<file path="src/rtl/nec_rx_pkg.sv">
package nec_rx_pkg;

  typedef enum logic [1:0] {
    ST_IDLE   = 2'd0,
    ST_HSPACE = 2'd1,
    ST_BPULSE = 2'd2,
    ST_BSPACE = 2'd3
  } nec_state_e;

  // acceptance window table: nominal length in units and margin in half units
  localparam int NUM_WIN       = 5;
  localparam int WIN_HDR_PULSE = 0;
  localparam int WIN_HDR_SPACE = 1;
  localparam int WIN_BIT_PULSE = 2;
  localparam int WIN_ONE_SPACE = 3;
  localparam int WIN_ZERO_SPACE = 4;

  localparam int WIN_CENTER_U [NUM_WIN] = '{16, 8, 1, 3, 1};
  localparam int WIN_HALVES   [NUM_WIN] = '{4, 2, 1, 1, 1};

endpackage

</file>
<file path="src/rtl/nec_rst_sync.sv">
module nec_rst_sync (
  input  logic clk,
  input  logic rst_n,
  output logic rst_n_sync
);
  logic [1:0] sync_q;

  always_ff @(posedge clk or negedge rst_n) begin
    if (!rst_n) sync_q <= 2'b00;
    else        sync_q <= {sync_q[0], 1'b1};
  end

  assign rst_n_sync = sync_q[1];
endmodule

</file>
<file path="src/rtl/nec_dur_window.sv">
module nec_dur_window #(
  parameter int DUR_W    = 16,
  parameter int UNIT_US  = 562,
  parameter int CENTER_U = 1,
  parameter int HALVES   = 1
) (
  input  logic [DUR_W-1:0] dur,
  output logic             hit
);
  localparam int NOM    = CENTER_U * UNIT_US;
  localparam int MARGIN = (HALVES * UNIT_US) / 2;
  localparam logic [31:0] LO_V = 32'(NOM - MARGIN);
  localparam logic [31:0] HI_V = 32'(NOM + MARGIN);

  logic [31:0] dur32;

  always_comb begin
    dur32 = 32'(dur);
    hit   = (dur32 > LO_V) && (dur32 < HI_V);
  end
endmodule

</file>
<file path="src/rtl/nec_bit_shift.sv">
module nec_bit_shift #(
  parameter int NBITS = 32,
  localparam int CW   = $clog2(NBITS)
) (
  input  logic             clk,
  input  logic             rst_n,
  input  logic             clr,
  input  logic             shift_en,
  input  logic             bit_in,
  output logic [NBITS-1:0] word_next,
  output logic [CW-1:0]    cnt,
  output logic             last
);
  logic [NBITS-1:0] word_q, word_d;
  logic [CW-1:0]    cnt_d;

  always_comb begin
    word_next = {word_q[NBITS-2:0], bit_in};
    word_d    = word_q;
    cnt_d     = cnt;
    if (clr) begin
      cnt_d = '0;
    end else if (shift_en) begin
      word_d = word_next;
      cnt_d  = last ? '0 : cnt + 1'b1;
    end
  end

  assign last = (cnt == CW'(NBITS - 1));

  always_ff @(posedge clk or negedge rst_n) begin
    if (!rst_n) begin
      word_q <= '0;
      cnt    <= '0;
    end else if (clr || shift_en) begin
      word_q <= word_d;
      cnt    <= cnt_d;
    end
  end
endmodule

</file>
<file path="src/rtl/nec_code_fmt.sv">
module nec_code_fmt #(
  parameter int NBITS = 32,
  localparam int FW   = NBITS / 4
) (
  input  logic            clk,
  input  logic            rst_n,
  input  logic            load,
  input  logic [NBITS-1:0] raw,
  output logic            frame_valid,
  output logic [2*FW-1:0] user_code,
  output logic [FW-1:0]   scan_code,
  output logic            chk_err
);
  logic [2*FW-1:0] addr_pair, cmd_pair, addr_rev, cmd_rev;
  logic [FW-1:0]   cmd_b, ncmd_b;
  logic            err_d;

  assign addr_pair = raw[NBITS-1 -: 2*FW];
  assign cmd_pair  = raw[2*FW-1:0];
  assign cmd_b     = cmd_pair[2*FW-1:FW];
  assign ncmd_b    = cmd_pair[FW-1:0];

  for (genvar i = 0; i < 2*FW; i++) begin : g_rev
    assign addr_rev[i] = addr_pair[2*FW-1-i];
    assign cmd_rev[i]  = cmd_pair[2*FW-1-i];
  end

  assign err_d = ((cmd_b ^ ncmd_b) != {FW{1'b1}});

  always_ff @(posedge clk or negedge rst_n) begin
    if (!rst_n) frame_valid <= 1'b0;
    else        frame_valid <= load;
  end

  always_ff @(posedge clk or negedge rst_n) begin
    if (!rst_n) begin
      user_code <= '0;
      scan_code <= '0;
      chk_err   <= 1'b0;
    end else if (load) begin
      user_code <= addr_rev;
      scan_code <= cmd_rev[2*FW-1:FW];
      chk_err   <= err_d;
    end
  end

  // the report strobe never lasts two cycles
  assert_one_cycle_strobe_R7: assert property (@(posedge clk) disable iff (!rst_n)
    frame_valid |=> !frame_valid);

  // codes change only in the cycle a report is made
  assert_codes_hold_R7: assert property (@(posedge clk) disable iff (!rst_n)
    !frame_valid |-> $stable(user_code) || $past(!rst_n));
endmodule

</file>
<file path="src/rtl/nec_frame_decoder.sv">
module nec_frame_decoder
  import nec_rx_pkg::*;
#(
  parameter int UNIT_US = 562,
  parameter int DUR_W   = 16,
  parameter int NBITS   = 32,
  localparam int FW     = NBITS / 4,
  localparam int CW     = $clog2(NBITS)
) (
  input  logic             clk,
  input  logic             rst_n,
  input  logic             ev_valid,
  input  logic             ev_level,
  input  logic [DUR_W-1:0] ev_dur,
  output logic             frame_valid,
  output logic [2*FW-1:0]  user_code,
  output logic [FW-1:0]    scan_code,
  output logic             chk_err
);
  logic             rst_i;
  nec_state_e       state, state_d;
  logic [NUM_WIN-1:0] win;
  logic             clr_cnt, shift_en, load, last;
  logic [NBITS-1:0] word_next;
  logic [CW-1:0]    cnt;

  nec_rst_sync u_rst (.clk(clk), .rst_n(rst_n), .rst_n_sync(rst_i));

  for (genvar w = 0; w < NUM_WIN; w++) begin : g_win
    nec_dur_window #(
      .DUR_W(DUR_W), .UNIT_US(UNIT_US),
      .CENTER_U(WIN_CENTER_U[w]), .HALVES(WIN_HALVES[w])
    ) u_win (.dur(ev_dur), .hit(win[w]));
  end

  // next-state process
  always_comb begin
    state_d  = state;
    clr_cnt  = 1'b0;
    shift_en = 1'b0;
    load     = 1'b0;
    if (ev_valid) begin
      case (state)
        ST_IDLE: begin
          if (ev_level && win[WIN_HDR_PULSE]) begin
            state_d = ST_HSPACE;
            clr_cnt = 1'b1;
          end
        end
        ST_HSPACE: state_d = (!ev_level && win[WIN_HDR_SPACE]) ? ST_BPULSE : ST_IDLE;
        ST_BPULSE: state_d = (ev_level && win[WIN_BIT_PULSE]) ? ST_BSPACE : ST_IDLE;
        ST_BSPACE: begin
          if (!ev_level && (win[WIN_ONE_SPACE] || win[WIN_ZERO_SPACE])) begin
            shift_en = 1'b1;
            if (last) begin
              load    = 1'b1;
              state_d = ST_IDLE;
            end else begin
              state_d = ST_BPULSE;
            end
          end else begin
            state_d = ST_IDLE;
          end
        end
        default: state_d = ST_IDLE;
      endcase
    end
  end

  // register process
  always_ff @(posedge clk or negedge rst_i) begin
    if (!rst_i)        state <= ST_IDLE;
    else if (ev_valid) state <= state_d;
  end

  nec_bit_shift #(.NBITS(NBITS)) u_shift (
    .clk(clk), .rst_n(rst_i), .clr(clr_cnt), .shift_en(shift_en),
    .bit_in(win[WIN_ONE_SPACE]), .word_next(word_next), .cnt(cnt), .last(last)
  );

  nec_code_fmt #(.NBITS(NBITS)) u_fmt (
    .clk(clk), .rst_n(rst_i), .load(load), .raw(word_next),
    .frame_valid(frame_valid), .user_code(user_code),
    .scan_code(scan_code), .chk_err(chk_err)
  );

  // the bit counter is at zero whenever the leading gap is awaited
  assert_header_clears_count_R2: assert property (@(posedge clk) disable iff (!rst_i)
    (state == ST_HSPACE) |-> (cnt == '0));

  // a level mismatch outside the waiting state always aborts
  assert_level_abort_R6: assert property (@(posedge clk) disable iff (!rst_i)
    (ev_valid && ((state == ST_HSPACE && ev_level) || (state == ST_BPULSE && !ev_level) ||
                  (state == ST_BSPACE && ev_level))) |=> (state == ST_IDLE));

  // a report follows an accepted data gap and leaves the decoder waiting
  assert_strobe_source_R7: assert property (@(posedge clk) disable iff (!rst_i)
    frame_valid |-> ($past(state) == ST_BSPACE) && $past(ev_valid) && (state == ST_IDLE));

  // no event, no state change
  assert_hold_without_event_R11: assert property (@(posedge clk) disable iff (!rst_i)
    !ev_valid |=> $stable(state));
endmodule

</file>
<file path="config.mk">
export PLATFORM = sky130hd
export DESIGN_NAME = nec_frame_decoder
export DESIGN_NICKNAME = d
export VERILOG_FILES = /design/src/rtl/nec_rx_pkg.sv /design/src/rtl/nec_rst_sync.sv /design/src/rtl/nec_dur_window.sv /design/src/rtl/nec_bit_shift.sv /design/src/rtl/nec_code_fmt.sv /design/src/rtl/nec_frame_decoder.sv
export SDC_FILE = /design/constraint.sdc
export NUM_CORES = 1
export LEC_CHECK = 0
export BUFFER_PORTS_ARGS = -buffer_cell sky130_fd_sc_hd__buf_2
export CORE_MARGIN = 4
export CORE_UTILIZATION = 45
export DETAILED_ROUTE_END_ITERATION = 16
export PLACE_DENSITY = 0.68
export SKIP_LAST_GASP = 1
export SYNTH_ARGS = -nofsm -noshare
export SYNTH_HDL_FRONTEND = slang
export SYNTH_SLANG_ARGS = --single-unit
</file>
<file path="constraint.sdc">
create_clock -name clk -period 2.12 [get_ports clk]
set_input_delay 0.424 -clock clk [delete_from_list [all_inputs] [get_ports clk]]
set_output_delay 0.424 -clock clk [all_outputs]
set_load 0.1 [all_outputs]
</file>
==> results.ini <==
[outcome]
status = completed

[sta]
setup_viol = 0
hold_viol = 0
worstMarginPinSlew_ns = 0.5052
skew_ns = 0.005535
max_freq_mhz = 527.4
report.final.slew_viol_count = 0
rsz0062_at_grt = no
fin_crit_sh_pct = 89.44
period_needed_ns = 1.896
slew-limit-headroom_pct = 66.32

[layout]
finalNonFillerCells = 415
nets = 336
antenna_cells = 0
drive_gt1_share_pct = 42.32
fin_util_pct = 56.78
area_growth_pct = 22.05
fillerInstances = 595

[logic_synthesis]
async_flop_share_pct = 100.0
avgSynthCellArea_um2 = 13.35
yosys-top-cells-count = dfrtp_1, mux2_1, mux2_4, mux2_2, o21ai_0
ys.flop_type = dfrtp_1
ys_warn_count = 0
synth_area_leader_cell = dfrtp_1
netlist_instances = 238
synth_cell_type_count = 51
ys_ff_latch = 66
syn_nets = 260
synthTopCellsByArea = dfrtp_1, mux2_4, mux2_1
synth_edf_count = 0
yosysSeqAreaShare_pct = 51.97
yosys.area.top_type_share_pct = 51.97
synth_area_um2 = 3178
post-synth-top-count-cell = dfrtp_1

[clock_network]
path_clk_slew_ns = 0.07
cts_made_buffers = 9
htreeDepth = 3
cts.path.max_buffers = 2
clk_latency_ns = 0.34
cts_root_buf = clkbuf_8
cts_tree = done
cts.sinks = 66

[placed_design]
portBuffers = 45
placed_cells = 398
place_congestion = 0.9523
dp_hpwl_mm = 4.483

[die]
coreArea_um2 = 6832
die_h_um = 92.04
dieArea_um2 = 8470
die_w_um = 92.04
io_pins = 46
start_util_pct = 46.52
rows = 30

[grt]
grt_pass1_wl_mm = 10.83
grt_pass1_vias = 2253
antenna_found_initial = 0
grt_max_degree = 42
grt_util_all_layers_pct = 16.33
grt_overflow = 0

[setup_path]
path_max_fanout = 7
rrSetupSlack_ns = 0.33
end_kind = register
critical_path.startpoint = ev_dur[13]
ff2ff_path_depth = 7
worst_ep_required_time_ns = 2.34
arrival_ns = 2.12
crit_path_start_kind = primary input
r2r_start = u_shift.cnt[1]$_DFFE_PN0P_
path_class = primary input to register
rr_endpoint = u_fmt.chk_err$_DFFE_PN0P_

[power_and_ir_drop]
cellLeakagePower_nw = 1.973
power.total_mw = 2.346
p_per_area_nw_per_um2 = 604.9
vdd_drop_max_v = 0.0002506

[routing]
vias = 2171
drt_iter0_markers = 78
ant_nets = 0
avgRoutedWirePerCell_um = 14.58
drt-pass1-iter-count = 4
vias_per_cell = 5.231
wirelength_mm = 6.049
route.detailed.drc = 0

[job]
drv_cap = 0

[hold_path]
min_path_type = register to async pin

-- state kept, by name (all words and copies together), names as in the netlist --
register,flops
u_shift.word_q,31
u_fmt.user_code,16
u_fmt.scan_code,8
u_shift.cnt,5
state,2
u_rst.sync_q,2
u_fmt.chk_err,1
u_fmt.frame_valid,1
-- how the worst max path moves through the flow --
| stage | end |
|---|---|
| CTS | u_fmt.user_code[0]$_DFFE_PN0P_ |
| floorplan | u_fmt.user_code[10]$_DFFE_PN0P_ |
| detailed placement | u_fmt.scan_code[5]$_DFFE_PN0P_ |
| global placement | u_fmt.scan_code[7]$_DFFE_PN0P_ |
| finish | u_fmt.chk_err$_DFFE_PN0P_ |
| global route | u_fmt.scan_code[7]$_DFFE_PN0P_ |
-- metal layers --
metal	GRT usage [%]	routed length [um]	vias to the layer above
li1	-	-	1044
met1	21.04	2764	1043
met2	25.49	2891	72
met3	4.922	310	12
met4	7.054	82	0
met5	0	0	-
-- kinds of logic after synthesis --
family                   share of synthesized area, %
AO/OA/AOI/OAI                                   9.725
adder cells (fa/ha/maj)                        0.7873
multiplexers                                    22.05
buffers and inverters                           3.307
other                                          0.1180
AND/OR/NAND/NOR                                 10.12
XOR/XNOR                                        1.929
flip-flops                                      51.97
-- critical path: stages --
cell and delay, ns:
buf_2 0.13, nor4_4 0.31, o211ai_1 0.16, a221o_1 0.36, a21oi_4 0.19, buf_4 0.21
mux2_2 0.34
-- layout by cell type, fill, tap and decap left out, drive strengths merged, types with 5 or more instances in the layout --
master,n
buf,72
dfrtp,66
mux2,55
o21ai,12
clkbuf,10
nor2,9
nand4,7
xor2,7
nand2,6
inv,6
a21oi,6
o211ai,5
clkinv,5
nor3,5
-- per-stage QoR --
stage                     hold slack, ns  setup slack [ns]  setup TNS, ns  instance area [um2]
after CTS                         0.2647            0.2432              0                 3879
after floorplan                   0.1284          -0.03745        -0.6799                 3199
after global routing              0.2841            0.1294              0                 3879
final                             0.2379            0.2239              0                 3879
after global placement            0.2109          -0.08103         -1.614                 3699
after detailed placement          0.2125           -0.1335         -3.230                 3699
-- power by group --
part | switching [mW] | total [mW] | internal, mW
Sequential | 0.0196 | 1.29 | 1.27
Combinational | 0.0832 | 0.149 | 0.0654
Clock | 0.460 | 0.904 | 0.445
Total | 0.562 | 2.35 | 1.78
-- what timing repair did --
action                                 CTS  global route
resized for setup                        0             0
endpoints found under the hold margin    2             0
buffers inserted                         0             0
hold buffers                             1             0
-- final cells by class --
cell class / instances / area [um2] / share of cell area (%)
Sequential cell: 66 / 1653 / 42.61
Multi-Input combinational cell: 158 / 1438 / 37.06
Timing Repair Buffer: 73 / 475.5 / 12.26
Clock buffer: 10 / 137.6 / 3.548
Tap cell: 96 / 120.1 / 3.097
Clock inverter: 6 / 32.53 / 0.8387
Inverter: 6 / 22.52 / 0.5806
(Power assumes the default switching activity.)
